File: config.mk
export PLATFORM = sky130hd
export DESIGN_NAME = gpio_bank
export DESIGN_NICKNAME = d
export VERILOG_FILES = /design/src/rtl/gpio_bank_pkg.sv /design/src/rtl/gpio_sync.sv /design/src/rtl/gpio_alias_reg.sv /design/src/rtl/gpio_regs.sv /design/src/rtl/gpio_evt.sv /design/src/rtl/gpio_bank.sv
export SDC_FILE = /design/constraint.sdc
export NUM_CORES = 1
export LEC_CHECK = 0
export CAP_MARGIN = 15
export CORE_UTILIZATION = 56
export DETAILED_ROUTE_END_ITERATION = 6
export PLACE_DENSITY = 0.78
export SYNTH_ARGS = -nofsm -noshare
export SYNTH_HDL_FRONTEND = slang
export SYNTH_SLANG_ARGS = --single-unit
File: constraint.sdc
create_clock -name clk -period 2.2 [get_ports clk]
set_input_delay 0.22 -clock clk [delete_from_list [all_inputs] [get_ports clk]]
set_output_delay 0.22 -clock clk [all_outputs]
set_load 0.05 [all_outputs]
File: src/rtl/gpio_bank_pkg.sv
package gpio_bank_pkg;

    localparam int BUS_W  = 32;
    localparam int ADDR_W = 5;

    typedef enum logic [ADDR_W-1:0] {
        REG_REV      = 5'd0,
        REG_DIR      = 5'd1,
        REG_DIN      = 5'd2,
        REG_DOUT     = 5'd3,
        REG_DOUT_SET = 5'd4,
        REG_DOUT_CLR = 5'd5,
        REG_IEN      = 5'd6,
        REG_IEN_SET  = 5'd7,
        REG_IEN_CLR  = 5'd8,
        REG_STAT     = 5'd9,
        REG_DET_LO   = 5'd10,
        REG_DET_HI   = 5'd11,
        REG_DET_RISE = 5'd12,
        REG_DET_FALL = 5'd13,
        REG_WAKE     = 5'd14,
        REG_WAKE_SET = 5'd15,
        REG_WAKE_CLR = 5'd16
    } reg_sel_e;

    typedef enum logic [1:0] {
        OP_HOLD = 2'd0,
        OP_LOAD = 2'd1,
        OP_SET  = 2'd2,
        OP_CLR  = 2'd3
    } alias_op_e;

endpackage

File: src/rtl/gpio_sync.sv
module gpio_sync #(
    parameter int N      = 32,
    parameter int STAGES = 2
) (
    input  logic         clk,
    input  logic         rst_n,
    input  logic [N-1:0] raw,
    output logic [N-1:0] smp,
    output logic [N-1:0] prv
);
    logic [N-1:0] stg [STAGES];

    generate
        for (genvar s = 0; s < STAGES; s++) begin : g_stage
            always_ff @(posedge clk) begin
                if (!rst_n) begin
                    stg[s] <= '0;
                end else if (s == 0) begin
                    stg[s] <= raw;
                end else begin
                    stg[s] <= stg[(s == 0) ? 0 : s-1];
                end
            end
        end
    endgenerate

    // One more flop keeps the previous synchronized value for edge compare.
    always_ff @(posedge clk) begin
        if (!rst_n) prv <= '0;
        else        prv <= stg[STAGES-1];
    end

    assign smp = stg[STAGES-1];

endmodule

File: src/rtl/gpio_alias_reg.sv
module gpio_alias_reg
    import gpio_bank_pkg::*;
#(
    parameter int         N   = 32,
    parameter logic [N-1:0] RST = '0
) (
    input  logic         clk,
    input  logic         rst_n,
    input  alias_op_e    op,
    input  logic [N-1:0] wdata,
    output logic [N-1:0] q
);
    always_ff @(posedge clk) begin
        if (!rst_n) begin
            q <= RST;
        end else begin
            unique case (op)
                OP_LOAD: q <= wdata;
                OP_SET:  q <= q | wdata;
                OP_CLR:  q <= q & ~wdata;
                default: q <= q;
            endcase
        end
    end

    // a set alias raises the masked bits and keeps the rest
    a_r3_set_alias: assert property (@(posedge clk) disable iff (!rst_n)
        (op == OP_SET) |=> ((q & $past(wdata)) == $past(wdata)) &&
                           ((q & ~$past(wdata)) == ($past(q) & ~$past(wdata))));

    // a clear alias drops the masked bits and keeps the rest
    a_r3_clr_alias: assert property (@(posedge clk) disable iff (!rst_n)
        (op == OP_CLR) |=> ((q & $past(wdata)) == '0) &&
                           ((q & ~$past(wdata)) == ($past(q) & ~$past(wdata))));

endmodule

File: src/rtl/gpio_regs.sv
module gpio_regs
    import gpio_bank_pkg::*;
#(
    parameter int N         = 32,
    parameter int REV_MAJOR = 2,
    parameter int REV_MINOR = 1
) (
    input  logic              clk,
    input  logic              rst_n,
    input  logic              bus_en,
    input  logic              bus_we,
    input  logic [ADDR_W-1:0] bus_addr,
    input  logic [BUS_W-1:0]  bus_wdata,
    output logic [BUS_W-1:0]  bus_rdata,
    input  logic [N-1:0]      din,
    input  logic [N-1:0]      status,
    output logic [N-1:0]      dir_q,
    output logic [N-1:0]      dout_q,
    output logic [N-1:0]      ien_q,
    output logic [N-1:0]      wake_q,
    output logic [N-1:0]      det_lo,
    output logic [N-1:0]      det_hi,
    output logic [N-1:0]      det_rise,
    output logic [N-1:0]      det_fall,
    output logic [N-1:0]      stat_clr
);
    localparam logic [BUS_W-1:0] REV_WORD =
        BUS_W'({4'(REV_MAJOR), 4'(REV_MINOR)});

    logic          wr;
    reg_sel_e      sel;
    logic [N-1:0]  wd;
    alias_op_e     op_dout, op_ien, op_wake;

    assign wr  = bus_en & bus_we;
    assign sel = reg_sel_e'(bus_addr);
    assign wd  = bus_wdata[N-1:0];

    // Decode one alias triplet into an update operation.
    function automatic alias_op_e pick_op(logic w, reg_sel_e s,
                                          reg_sel_e ld, reg_sel_e st, reg_sel_e cl);
        if (!w)           return OP_HOLD;
        else if (s == ld) return OP_LOAD;
        else if (s == st) return OP_SET;
        else if (s == cl) return OP_CLR;
        else              return OP_HOLD;
    endfunction

    assign op_dout = pick_op(wr, sel, REG_DOUT, REG_DOUT_SET, REG_DOUT_CLR);
    assign op_ien  = pick_op(wr, sel, REG_IEN,  REG_IEN_SET,  REG_IEN_CLR);
    assign op_wake = pick_op(wr, sel, REG_WAKE, REG_WAKE_SET, REG_WAKE_CLR);

    gpio_alias_reg #(.N(N), .RST('0)) u_dout (
        .clk(clk), .rst_n(rst_n), .op(op_dout), .wdata(wd), .q(dout_q));
    gpio_alias_reg #(.N(N), .RST('0)) u_ien (
        .clk(clk), .rst_n(rst_n), .op(op_ien), .wdata(wd), .q(ien_q));
    gpio_alias_reg #(.N(N), .RST('0)) u_wake (
        .clk(clk), .rst_n(rst_n), .op(op_wake), .wdata(wd), .q(wake_q));

    // Plain registers: direction and the four detect selects.
    always_ff @(posedge clk) begin
        if (!rst_n) begin
            dir_q    <= '1;
            det_lo   <= '0;
            det_hi   <= '0;
            det_rise <= '0;
            det_fall <= '0;
        end else if (wr) begin
            if (sel == REG_DIR)      dir_q    <= wd;
            if (sel == REG_DET_LO)   det_lo   <= wd;
            if (sel == REG_DET_HI)   det_hi   <= wd;
            if (sel == REG_DET_RISE) det_rise <= wd;
            if (sel == REG_DET_FALL) det_fall <= wd;
        end
    end

    assign stat_clr = (wr && sel == REG_STAT) ? wd : '0;

    always_comb begin
        unique case (sel)
            REG_REV:      bus_rdata = REV_WORD;
            REG_DIR:      bus_rdata = BUS_W'(dir_q);
            REG_DIN:      bus_rdata = BUS_W'(din);
            REG_DOUT:     bus_rdata = BUS_W'(dout_q);
            REG_IEN:      bus_rdata = BUS_W'(ien_q);
            REG_STAT:     bus_rdata = BUS_W'(status);
            REG_DET_LO:   bus_rdata = BUS_W'(det_lo);
            REG_DET_HI:   bus_rdata = BUS_W'(det_hi);
            REG_DET_RISE: bus_rdata = BUS_W'(det_rise);
            REG_DET_FALL: bus_rdata = BUS_W'(det_fall);
            REG_WAKE:     bus_rdata = BUS_W'(wake_q);
            default:      bus_rdata = '0;
        endcase
    end

endmodule

File: src/rtl/gpio_evt.sv
module gpio_evt #(
    parameter int N = 32
) (
    input  logic         clk,
    input  logic         rst_n,
    input  logic [N-1:0] smp,
    input  logic [N-1:0] prv,
    input  logic [N-1:0] det_lo,
    input  logic [N-1:0] det_hi,
    input  logic [N-1:0] det_rise,
    input  logic [N-1:0] det_fall,
    input  logic [N-1:0] ien,
    input  logic [N-1:0] clr,
    output logic [N-1:0] status,
    output logic         irq
);
    logic [N-1:0] hit;

    generate
        for (genvar i = 0; i < N; i++) begin : g_pin
            logic rise_i, fall_i, lvl_i;
            assign rise_i = det_rise[i] &  smp[i] & ~prv[i];
            assign fall_i = det_fall[i] & ~smp[i] &  prv[i];
            assign lvl_i  = (det_hi[i] & smp[i]) | (det_lo[i] & ~smp[i]);
            assign hit[i] = ien[i] & (rise_i | fall_i | lvl_i);
        end
    endgenerate

    // New events override a clear in the same cycle.
    always_ff @(posedge clk) begin
        if (!rst_n) status <= '0;
        else        status <= (status & ~clr) | hit;
    end

    assign irq = |(status & ien);

    // a status bit only rises while its enable was set
    a_r8_set_needs_enable: assert property (@(posedge clk) disable iff (!rst_n)
        1'b1 |=> ((status & ~$past(status) & ~$past(ien)) == '0));

    // a pending bit only drops when software wrote 1 to it
    a_r7_hold_until_clear: assert property (@(posedge clk) disable iff (!rst_n)
        1'b1 |=> (($past(status) & ~$past(clr) & ~status) == '0));

endmodule

File: src/rtl/gpio_bank.sv
module gpio_bank
    import gpio_bank_pkg::*;
#(
    parameter int NPINS     = 32,
    parameter int SYNC_DEPTH = 2,
    parameter int REV_MAJOR = 2,
    parameter int REV_MINOR = 1
) (
    input  logic              clk,
    input  logic              rst_n,
    input  logic              bus_en,
    input  logic              bus_we,
    input  logic [ADDR_W-1:0] bus_addr,
    input  logic [BUS_W-1:0]  bus_wdata,
    output logic [BUS_W-1:0]  bus_rdata,
    input  logic [NPINS-1:0]  pin_in,
    output logic [NPINS-1:0]  pin_out,
    output logic [NPINS-1:0]  pin_drive_en,
    output logic [NPINS-1:0]  wake_en,
    output logic              irq
);
    logic [NPINS-1:0] smp, prv;
    logic [NPINS-1:0] dir_q, dout_q, ien_q, wake_q;
    logic [NPINS-1:0] det_lo, det_hi, det_rise, det_fall;
    logic [NPINS-1:0] stat_clr, status;

    gpio_sync #(.N(NPINS), .STAGES(SYNC_DEPTH)) u_sync (
        .clk(clk), .rst_n(rst_n), .raw(pin_in), .smp(smp), .prv(prv));

    gpio_regs #(.N(NPINS), .REV_MAJOR(REV_MAJOR), .REV_MINOR(REV_MINOR)) u_regs (
        .clk(clk), .rst_n(rst_n),
        .bus_en(bus_en), .bus_we(bus_we), .bus_addr(bus_addr),
        .bus_wdata(bus_wdata), .bus_rdata(bus_rdata),
        .din(smp), .status(status),
        .dir_q(dir_q), .dout_q(dout_q), .ien_q(ien_q), .wake_q(wake_q),
        .det_lo(det_lo), .det_hi(det_hi), .det_rise(det_rise), .det_fall(det_fall),
        .stat_clr(stat_clr));

    gpio_evt #(.N(NPINS)) u_evt (
        .clk(clk), .rst_n(rst_n), .smp(smp), .prv(prv),
        .det_lo(det_lo), .det_hi(det_hi), .det_rise(det_rise), .det_fall(det_fall),
        .ien(ien_q), .clr(stat_clr), .status(status), .irq(irq));

    assign pin_out      = dout_q;
    assign pin_drive_en = ~dir_q;
    assign wake_en      = wake_q;

endmodule

==> flow_summary.ini <==
[clock_network]
cts_tree = yes
clkTransAtPathRegs_ns = 0.07
h-tree-depth = 2
cts.path.max_buffers = 3
cts_root_buf = clkbuf_16
holdBufCountCts = 0
cts_buffers = 40
clk_latency_ns = 0.53
clock_sinks = 384

[logic_synthesis]
synthTopCellsByArea = dfxtp_1 (45%), nand2_1 (7.4%), a21oi_1 (5.3%)
synthSimpleGateAreaFrac = 0.1736
syn_inst = 1921
yosysMostFrequentCell = dfxtp_1
synth_edf_count = 0
synth-xor-area-share = 0
ys.flop_type = dfxtp_1
synthAdderAreaFrac = 0
synth_top_area_share = 0.4499
mappedNetlistArea_um2 = 17090
synthArstFlopShare = 0
syn_nets = 1994
synth_top_family_by_area = compound AO/OA/AOI/OAI gates
synthMuxAreaShare = 0.03193
synth_compound_area_frac = 0.2816
yosys.area.top_type = dfxtp_1
ys_types = 68
synth_commonest_cells = dfxtp_1 (384), nand2_1 (337), a21oi_1 (180), clkbuf_1 (85), buf_2 (72)
synth_seq_cells = 384
synth.avg_cell_area_um2 = 8.895
seq_area_frac_synth = 0.4499
yosysWarnings = 0

[drt]
wl_per_cell_um = 26.19
num_vias = 17122
detail_route.vias_per_cell = 6.598
drc_errors = 1
finalWirelength_um = 67970
firstDrtPassIters = 7
drt_iter0_markers = 2120
drtAntennaViolNets = 0

[critical_path]
worstSetupPathType = flop to primary output
cp-end-kind = primary output
worst-path-max-fanout = 3
required_ns = 1.98
cp-start-kind = flop
arrival_ns = 2.05

[global_routing]
grt_max_degree = 92
grt_use_total = 0.4293
antenna_found_initial = 1
use_met3 = 0.09772
use_met1 = 0.5574
overflow = 0
grt_pass1_vias = 16311
grt.met2_usage = 0.6502
grt_pass1_wl_um = 100300
grt_busiest_layer = met2

[floorplanning]
fp-row-count = 63
initial_core_util = 0.5734
die_h_um = 176.7
core-area_um2 = 29800
die_w_um = 176.7
die-area_um2 = 31210
boundaryPins = 202

[flow_run]
cap_violations = 0

[cells_and_area]
diodes = 0
largest_register = u_sync.stg
syn_to_final_growth_pct = 30.83
largest_reg_flops = 64
final_util = 0.7502
nNetsFinal = 2248
drive_gt1_frac = 0.2104
instances_no_fill = 2595

[power_and_ir_drop]
vdd_ir_drop_max_v = 0.0006838
internal_power_mw = 11.54
p_switching_mw = 4.098
p_comb_frac = 0.108
swShare = 0.2621
cellPowerDensity_nw_per_um2 = 699.5
seq_power_share = 0.463
p_leak_nw = 8.583
clkPwrFrac = 0.429

[sta]
max_slew_margin = 0.5887
fin_crit_sh = 1.032
fmax_mhz = 440.4
setup_viol = 3
worst_slack_ns = -0.07051
final-max-slew-violation-count = 0
rsz0062_at_grt = true
finalHoldViolations = 0
finalCriticalPeriod_ns = 2.271
clock_skew_ns = 0.01481
worst_pin_slew_ns = 0.6151

[place]
detailedPlacementHpwl_um = 46540
gp_congestion = 0.9975
io_buffer_count = 201
post-place-cells = 2521

[hold_path]
hold_path.class = primary input to flop

[status]
violations = DRC, setup timing
status = finished, violations left
per-stage QoR:
stage	area, um^2	power (mW)	hold WS [ns]	setup WS (ns)	TNS [ns]
2_1_floorplan	17090	8.227	0.3473	0.008052	0
3_3_place_gp	20750	8.978	0.4140	-0.5124	-50.13
3_5_place_dp	20750	9.006	0.4169	-0.5256	-60.85
4_1_cts	22300	15.57	0.05938	-0.03140	-0.03140
5_1_grt	22350	16.02	0.05588	-0.07173	-0.1904
6_report	22350	15.64	0.07293	-0.07051	-0.09256
kinds of logic (layout without fill, tap and decap cells):
| kind of cell | count (synthesis) | count (layout) |
|---|---|---|
| DFF | 384 | 384 |
| AOI/OAI and AO/OA | 625 | 625 |
| muxes | 54 | 54 |
| buffers and inverters | 239 | 523 |
| and+or+nand+nor | 619 | 619 |
worst max-delay path, cell delays in order, from the launching register on:
cell	delay, ns
dfxtp_2	0.37
a22oi_1	0.19
nand4_1	0.27
or4_4	0.52
buf_8	0.17
area by class of cell:
cell class,instances,area (um^2)
Sequential cell,384,7726
Fill cell,2179,7442
Timing Repair Buffer,384,4005
Tap cell,390,488.0
Multi-Input combinational cell,1298,8582
Clock buffer,54,1145
Clock inverter,18,151.4
Inverter,67,256.5
layout by cell type (no fill, tap or decap), types with 8 or more instances in the layout:
master           instances
and2_1                  66
nor3_1                  15
o311a_1                 32
buf_12                  53
a221oi_1                14
nor2b_1                 35
a22o_1                  35
clkdlybuf4s50_1        162
a211oi_2                30
a21boi_0                24
dfxtp_2                 22
and3_1                  16
a21oi_1                180
a31oi_1                 31
mux2i_1                 50
o211ai_2                28
nand3_1                 34
nand4_1                  8
o21a_1                  32
inv_1                   66
nor2_1                  45
a22oi_1                 43
o21ai_0                 34
buf_4                  150
nand2_1                337
clkbuf_16               41
a222oi_1                10
buf_6                   13
a211o_1                 33
o2bb2ai_1                8
a21boi_1                 8
a22oi_2                 38
dfxtp_1                359
o22ai_1                 11
path summary, 6_finish.rpt:
| path | from | to | slack, ns | cells past startpoint |
|---|---|---|---|---|
| hold / removal | rst_n | u_evt.status[6] | 0.07 | 2 |
| setup reg to reg | u_sync.stg[1][23] | u_evt.status[23] | 1.04 | 3 |
| setup / recovery | u_evt.status[21] | irq | -0.07 | 4 |
| hold reg to reg | u_sync.stg[0][31] | u_sync.stg[1][31] | 0.43 | 1 |
power by group through the flow:
stage	logic (mW)	registers, mW	clock network, mW
floorplan	0.697	7.53	0
global placement	1.60	7.38	0
detailed placement	1.62	7.38	0
CTS	1.65	7.23	6.69
global route	1.75	7.24	7.03
finish	1.69	7.23	6.71
timing repair:
item / 4_1_cts / 5_1_grt
pin swaps: 18 / 8
cloned: 1 / 0
endpoints found under the hold margin: 0 / 0
resized for setup: 78 / 17
endpoints found under the setup margin: 33 / 33
setup buffers: 1 / 0
layer usage:
metal / vias up / wire length, um
met5: - / 0
met4: 0 / 4309
met3: 301 / 8354
met2: 1255 / 29410
met1: 8174 / 25900
li1: 7392 / -
Power figures use the tool's default switching activity.
